==> config.mk <==
export PLATFORM = sky130hd
export DESIGN_NAME = conv_result_latch
export DESIGN_NICKNAME = d
export VERILOG_FILES = /design/src/rtl/rl_pkg.sv /design/src/rtl/rl_strobe.sv /design/src/rtl/rl_range_cmp.sv /design/src/rtl/rl_view.sv /design/src/rtl/conv_result_latch.sv
export SDC_FILE = /design/constraint.sdc
export NUM_CORES = 1
export LEC_CHECK = 0
export BUFFER_PORTS_ARGS = -buffer_cell sky130_fd_sc_hd__buf_2
export CAP_MARGIN = 5
export CORE_MARGIN = 2
export CORE_UTILIZATION = 41
export CTS_BUF_LIST = sky130_fd_sc_hd__clkbuf_2 sky130_fd_sc_hd__clkbuf_4 sky130_fd_sc_hd__clkbuf_8
export DETAILED_ROUTE_END_ITERATION = 12
export GPL_ROUTABILITY_DRIVEN = 0
export PLACE_DENSITY = 0.77
export SETUP_SLACK_MARGIN = 0.1
export SLEW_MARGIN = 40
export SYNTH_ARGS = -nofsm -noshare
export SYNTH_HDL_FRONTEND = slang
export SYNTH_SLANG_ARGS = --single-unit
==> constraint.sdc <==
create_clock -name clk -period 1.01 [get_ports clk]
set_input_delay 0.202 -clock clk [delete_from_list [all_inputs] [get_ports clk]]
set_output_delay 0.202 -clock clk [all_outputs]
set_load 0.02 [all_outputs]
==> src/rtl/rl_pkg.sv <==
// Shared types for the conversion result latch.
// Assumes: the view control arrives as a raw 2-bit code.
package rl_pkg;
    typedef enum logic [1:0] {
        VM_RUN     = 2'b00,
        VM_FREEZE  = 2'b01,
        VM_LIVE    = 2'b10,
        VM_RUN_ALT = 2'b11
    } view_mode_e;

    // True for the codes that behave as free-running.
    function automatic logic is_run(input view_mode_e m);
        return (m == VM_RUN) || (m == VM_RUN_ALT);
    endfunction
endpackage

==> src/rtl/rl_strobe.sv <==
// Latch status strobe generator.
// Registers the window strobe into an active-low status output and flags the
// single cycle in which the window opens (the status falling edge).
// Assumes: eoc_win is synchronous to clk and low during reset.
module rl_strobe (
    input  logic clk,
    input  logic rst_n,
    input  logic eoc_win,
    output logic lat_n,
    output logic cap
);
    // Status strobe: low one edge after the window is seen.
    always_ff @(posedge clk) begin
        if (!rst_n) lat_n <= 1'b1;
        else        lat_n <= ~eoc_win;
    end

    // Capture request: window seen while status is still high.
    assign cap = eoc_win & lat_n;

    a_r2_low_in_window: assert property (@(posedge clk) disable iff (!rst_n)
        eoc_win |=> !lat_n);
    a_r2_high_after_window: assert property (@(posedge clk) disable iff (!rst_n)
        !eoc_win |=> lat_n);
endmodule

==> src/rtl/rl_range_cmp.sv <==
// Range classifier for a candidate reading.
// Compares a magnitude against the full-scale and low-scale limits.
// Assumes: OVR_LIMIT and UNDR_LIMIT fit in MAG_W bits and UNDR_LIMIT <= OVR_LIMIT.
module rl_range_cmp #(
    parameter int MAG_W      = 15,
    parameter int OVR_LIMIT  = 19999,
    parameter int UNDR_LIMIT = 1000
) (
    input  logic [MAG_W-1:0] mag,
    output logic             over,
    output logic             under
);
    localparam logic [MAG_W-1:0] OVR_L  = OVR_LIMIT[MAG_W-1:0];
    localparam logic [MAG_W-1:0] UNDR_L = UNDR_LIMIT[MAG_W-1:0];

    // Classification of the magnitude against both limits.
    always_comb begin
        over  = (mag > OVR_L);
        under = (mag < UNDR_L);
    end
endmodule

==> src/rtl/rl_view.sv <==
// Display and range-flag registers with the three view modes.
// Free-run captures on every window, freeze keeps everything, and live view
// also tracks the counter while de-integrating. The flags move only on captures.
// Assumes: cap is a single-cycle pulse at the status falling edge.
module rl_view
    import rl_pkg::*;
#(
    parameter int MAG_W = 15
) (
    input  logic             clk,
    input  logic             rst_n,
    input  view_mode_e       mode,
    input  logic             cap,
    input  logic             deint,
    input  logic [MAG_W-1:0] cnt_mag,
    input  logic             cnt_neg,
    input  logic             over_in,
    input  logic             under_in,
    output logic [MAG_W-1:0] disp_mag,
    output logic             disp_neg,
    output logic             or_q,
    output logic             ur_q
);
    logic do_cap;
    logic do_live;

    // Decode when the display register loads.
    always_comb begin
        do_cap  = cap && (mode != VM_FREEZE);
        do_live = deint && (mode == VM_LIVE);
    end

    // Display register: loads on capture or live tracking.
    always_ff @(posedge clk) begin
        if (!rst_n) begin
            disp_mag <= '0;
            disp_neg <= 1'b0;
        end else if (do_cap || do_live) begin
            disp_mag <= cnt_mag;
            disp_neg <= cnt_neg;
        end
    end

    // Range flags: updated only at a non-frozen capture.
    always_ff @(posedge clk) begin
        if (!rst_n) begin
            or_q <= 1'b0;
            ur_q <= 1'b0;
        end else if (do_cap) begin
            or_q <= over_in;
            ur_q <= under_in;
        end
    end

    a_r6_flags_between_caps: assert property (@(posedge clk) disable iff (!rst_n)
        !cap |=> ($stable(or_q) && $stable(ur_q)));
    a_r7_freeze_keeps_all: assert property (@(posedge clk) disable iff (!rst_n)
        (mode == VM_FREEZE) |=> ($stable(disp_mag) && $stable(disp_neg) && $stable(or_q)));
    a_r9_run_ignores_deint: assert property (@(posedge clk) disable iff (!rst_n)
        (is_run(mode) && !cap) |=> $stable(disp_mag));
endmodule

==> src/rtl/conv_result_latch.sv <==
// Conversion result latch with range status.
// Captures the signed result at the opening of each end-of-conversion window,
// classifies it, applies the view mode, and exposes range pins that external
// logic may override bit by bit.
// Assumes: all inputs synchronous to clk; eoc_win low during reset.
module conv_result_latch
    import rl_pkg::*;
#(
    parameter int MAG_W      = 15,
    parameter int OVR_LIMIT  = 19999,
    parameter int UNDR_LIMIT = 1000
) (
    input  logic             clk,
    input  logic             rst_n,
    input  logic [MAG_W-1:0] cnt_mag,
    input  logic             cnt_neg,
    input  logic             deint,
    input  logic             eoc_win,
    input  logic [1:0]       hold_code,
    input  logic [1:0]       frc_en,
    input  logic [1:0]       frc_val,
    output logic [MAG_W-1:0] disp_mag,
    output logic             disp_neg,
    output logic             or_pin,
    output logic             ur_pin,
    output logic             blank,
    output logic             lat_n
);
    localparam int N_FLAG = 2;

    view_mode_e        mode;
    logic              cap;
    logic              over_c;
    logic              under_c;
    logic              or_q;
    logic              ur_q;
    logic [N_FLAG-1:0] flag_q;
    logic [N_FLAG-1:0] pin_v;

    // Mode decode of the raw control code.
    assign mode = view_mode_e'(hold_code);

    rl_strobe u_strobe (
        .clk     (clk),
        .rst_n   (rst_n),
        .eoc_win (eoc_win),
        .lat_n   (lat_n),
        .cap     (cap)
    );

    rl_range_cmp #(
        .MAG_W      (MAG_W),
        .OVR_LIMIT  (OVR_LIMIT),
        .UNDR_LIMIT (UNDR_LIMIT)
    ) u_cmp (
        .mag   (cnt_mag),
        .over  (over_c),
        .under (under_c)
    );

    rl_view #(.MAG_W(MAG_W)) u_view (
        .clk      (clk),
        .rst_n    (rst_n),
        .mode     (mode),
        .cap      (cap),
        .deint    (deint),
        .cnt_mag  (cnt_mag),
        .cnt_neg  (cnt_neg),
        .over_in  (over_c),
        .under_in (under_c),
        .disp_mag (disp_mag),
        .disp_neg (disp_neg),
        .or_q     (or_q),
        .ur_q     (ur_q)
    );

    assign flag_q = {ur_q, or_q};

    // Per-pin external override mux.
    for (genvar g = 0; g < N_FLAG; g++) begin : g_pin
        assign pin_v[g] = frc_en[g] ? frc_val[g] : flag_q[g];
    end

    assign or_pin = pin_v[0];
    assign ur_pin = pin_v[1];

    // Blank request follows the latched overrange, never the forced pin.
    assign blank = or_q;

    a_r4_r5_flags_exclusive: assert property (@(posedge clk) disable iff (!rst_n)
        !(or_q && ur_q));
    a_r4_or_rises_on_cap: assert property (@(posedge clk) disable iff (!rst_n)
        $rose(or_q) |-> $fell(lat_n));
    a_r11_forced_pin: assert property (@(posedge clk) disable iff (!rst_n)
        frc_en[0] |-> (or_pin == frc_val[0]));
endmodule

==> results.json <==
{
  "yosysSeqAreaShare_pct": 44.6,
  "maxSlewHeadroom_pct": 84.1,
  "cts-buffers-inserted": 3,
  "ff2ff_setup_slack_ns": -0.11,
  "port_buffers": 45,
  "finish.utilization_pct": 73.9,
  "finalSetupViolations": 22,
  "fmax_mhz": 811,
  "synth_most_common_cell": "nand2_1",
  "required_ns": 0.81,
  "peakVddDrop_mv": 0.713,
  "die-width_um": 49.6,
  "viasPerCell": 4.77,
  "dpl.hpwl_um": 1520,
  "drv_cap": 0,
  "final_max_slew_viol_count": 0,
  "clock_path_buffers": 2,
  "die_area_mm2": 0.00246,
  "drtAntennaViolNets": 0,
  "synth_top_cells_by_count": "37 x nand2_1, 19 x dfxtp_1, 16 x mux2i_1, 3 x clkbuf_1",
  "ys.flop_type": "dfxtp_1",
  "synth_top_area_share_pct": 44.6,
  "final_cells": 182,
  "cts_sinks": 19,
  "crit_start": "u_view.or_q",
  "min_path_type": "input pin to flip-flop",
  "end_kind": "output pin",
  "avgSynthCellArea_um2": 8.97,
  "setup.worst_path.end": "or_pin",
  "worstReg2RegEnd": "u_view.or_q",
  "grt_usage_pct": 20.4,
  "num_vias": 869,
  "power_density_mw_per_mm2": 1220,
  "timing_worst_setup_path_type": "flip-flop to output pin",
  "core_area_mm2": 0.00196,
  "hold_viol": 0,
  "cts_tree": "built",
  "grt_pass1_vias": 880,
  "synth_edf_count": 0,
  "violations": "negative setup slack",
  "reg2reg_depth": 4,
  "drt_iter0_drc": 14,
  "outcome": "finished with violations",
  "htree_levels": 1,
  "drc": 0,
  "firstDrtPassIters": 4,
  "synth_cell_types": 21,
  "crit_fanout": 2,
  "nets": 182,
  "cp_data_arrival_time_ns": 1.03,
  "placed_cell_area_mm2": 0.00114,
  "clk_latency_ns": 0.29,
  "dpl.cell_count": 168,
  "startpoint_type": "flip-flop",
  "grt_max_degree": 18,
  "worst_slack_ns": -0.224,
  "synth.largest_area_cell": "dfxtp_1",
  "fin_area_mm2": 0.00145,
  "ys_async_sr_fraction_pct": 0,
  "routed_wl_um": 2410,
  "final.min_clock_period_ns": 1.23,
  "finClkSkew_ns": 0.00113,
  "rsz0062_at_grt": "yes",
  "post_drt_wl_per_cell_um": 13.3,
  "start_util_pct": 43.4,
  "die_h_um": 49.6,
  "tightest_slew_ns": 0.236,
  "fin_setup_tns_ns": -1.54,
  "holdPathStages": 2,
  "grt_remaining_overflow": 0,
  "drive_gt1_share_pct": 60.0,
  "leakagePower_nw": 0.724,
  "clkTransAtPathRegs_ns": 0.10,
  "rr_startpoint": "u_strobe.lat_n",
  "synth-seq-cells": 19,
  "rows": 16,
  "antenna_found_initial": 0,
  "syn_inst": 95,
  "cts_hold_buffers": 0,
  "synthesis.area_um2": 852,
  "n_antenna_cell": 0,
  "synth.area.top_cells": "dfxtp_1 45%, mux2i_1 19%, nand2_1 16%",
  "area_growth_pct": 70.2,
  "grt_pass1_wl_um": 3800,
  "clk_root_buffer_cell": "clkbuf_4",
  "post-route-period-util_pct": 122,
  "yosys_warnings": 0,
  "ios": 46,
  "synth.net_count": 121
}
layer usage:
layer	global-route usage [%]	vias up	wire length, um
met5	0	-	0
met4	10.6	0	28
met3	3.33	2	95
met2	36.4	27	1330
met1	23.1	400	959
li1	-	440	-
sequential cells by signal, summed over array words and instances, names as in the netlist:
name             cells
u_view.or_q          1
u_view.ur_q          1
u_strobe.lat_n       1
u_view.disp_neg      1
u_view.disp_mag     15
per-stage QoR:
step	hold WS [ns]	total power, mW	worst slack (ns)
global placement	0.410	1.20	-0.0548
detailed placement	0.409	1.22	-0.0890
global route	0.123	1.86	-0.256
CTS	0.118	1.74	-0.224
floorplan	0.284	1.07	-0.115
finish	0.126	1.76	-0.224
kinds of logic (layout without fill, tap and decap cells):
logic type,count (synthesis),after routing,share of synthesized area [%]
and+or+nand+nor,46,46,23.2
DFF,19,19,44.6
muxes,18,18,21.4
AOI/OAI and AO/OA,6,6,5.14
buffers and inverters,6,66,5.58
cells in the final DEF (no fill, tap or decap), types with 2 or more instances in the layout:
cell / Yosys / layout
dfxtp_2: 0 / 18
o21ai_0: 2 / 2
nand2_1: 37 / 36
clkbuf_4: 0 / 4
buf_6: 1 / 23
nor2_1: 2 / 2
mux2i_1: 16 / 16
buf_4: 0 / 12
buf_2: 1 / 25
critical path: stages, from the launching register on:
cell	delay, ns
dfxtp_2	0.34
mux2_4	0.27
buf_6	0.13
layout make-up:
type / count / area (um^2)
timing repair buffer: 62 / 522
fill: 143 / 512
multi-input combinational: 70 / 458
sequential: 19 / 407
tap: 27 / 33.8
clock buffer: 4 / 30.0
worst min-delay path by stage:
stage | start | slack (ns) | end
finish | eoc_win | 0.13 | u_strobe.lat_n
global route | eoc_win | 0.12 | u_strobe.lat_n
CTS | eoc_win | 0.12 | u_strobe.lat_n
detailed placement | eoc_win | 0.41 | u_strobe.lat_n
global placement | eoc_win | 0.41 | u_strobe.lat_n
floorplan | eoc_win | 0.28 | u_strobe.lat_n
report_power, final:
| group | internal (mW) | switching [mW] |
|---|---|---|
| combinational | 0.285 | 0.232 |
| clock | 0.180 | 0.220 |
| sequential | 0.809 | 0.0360 |
repair_timing:
action | CTS | global route
gates cloned | 1 | 0
endpoints found under the setup margin | 38 | 38
resized for setup | 64 | 4
setup buffers | 4 | 5
pin swaps | 4 | 1
(Power assumes the default switching activity.)
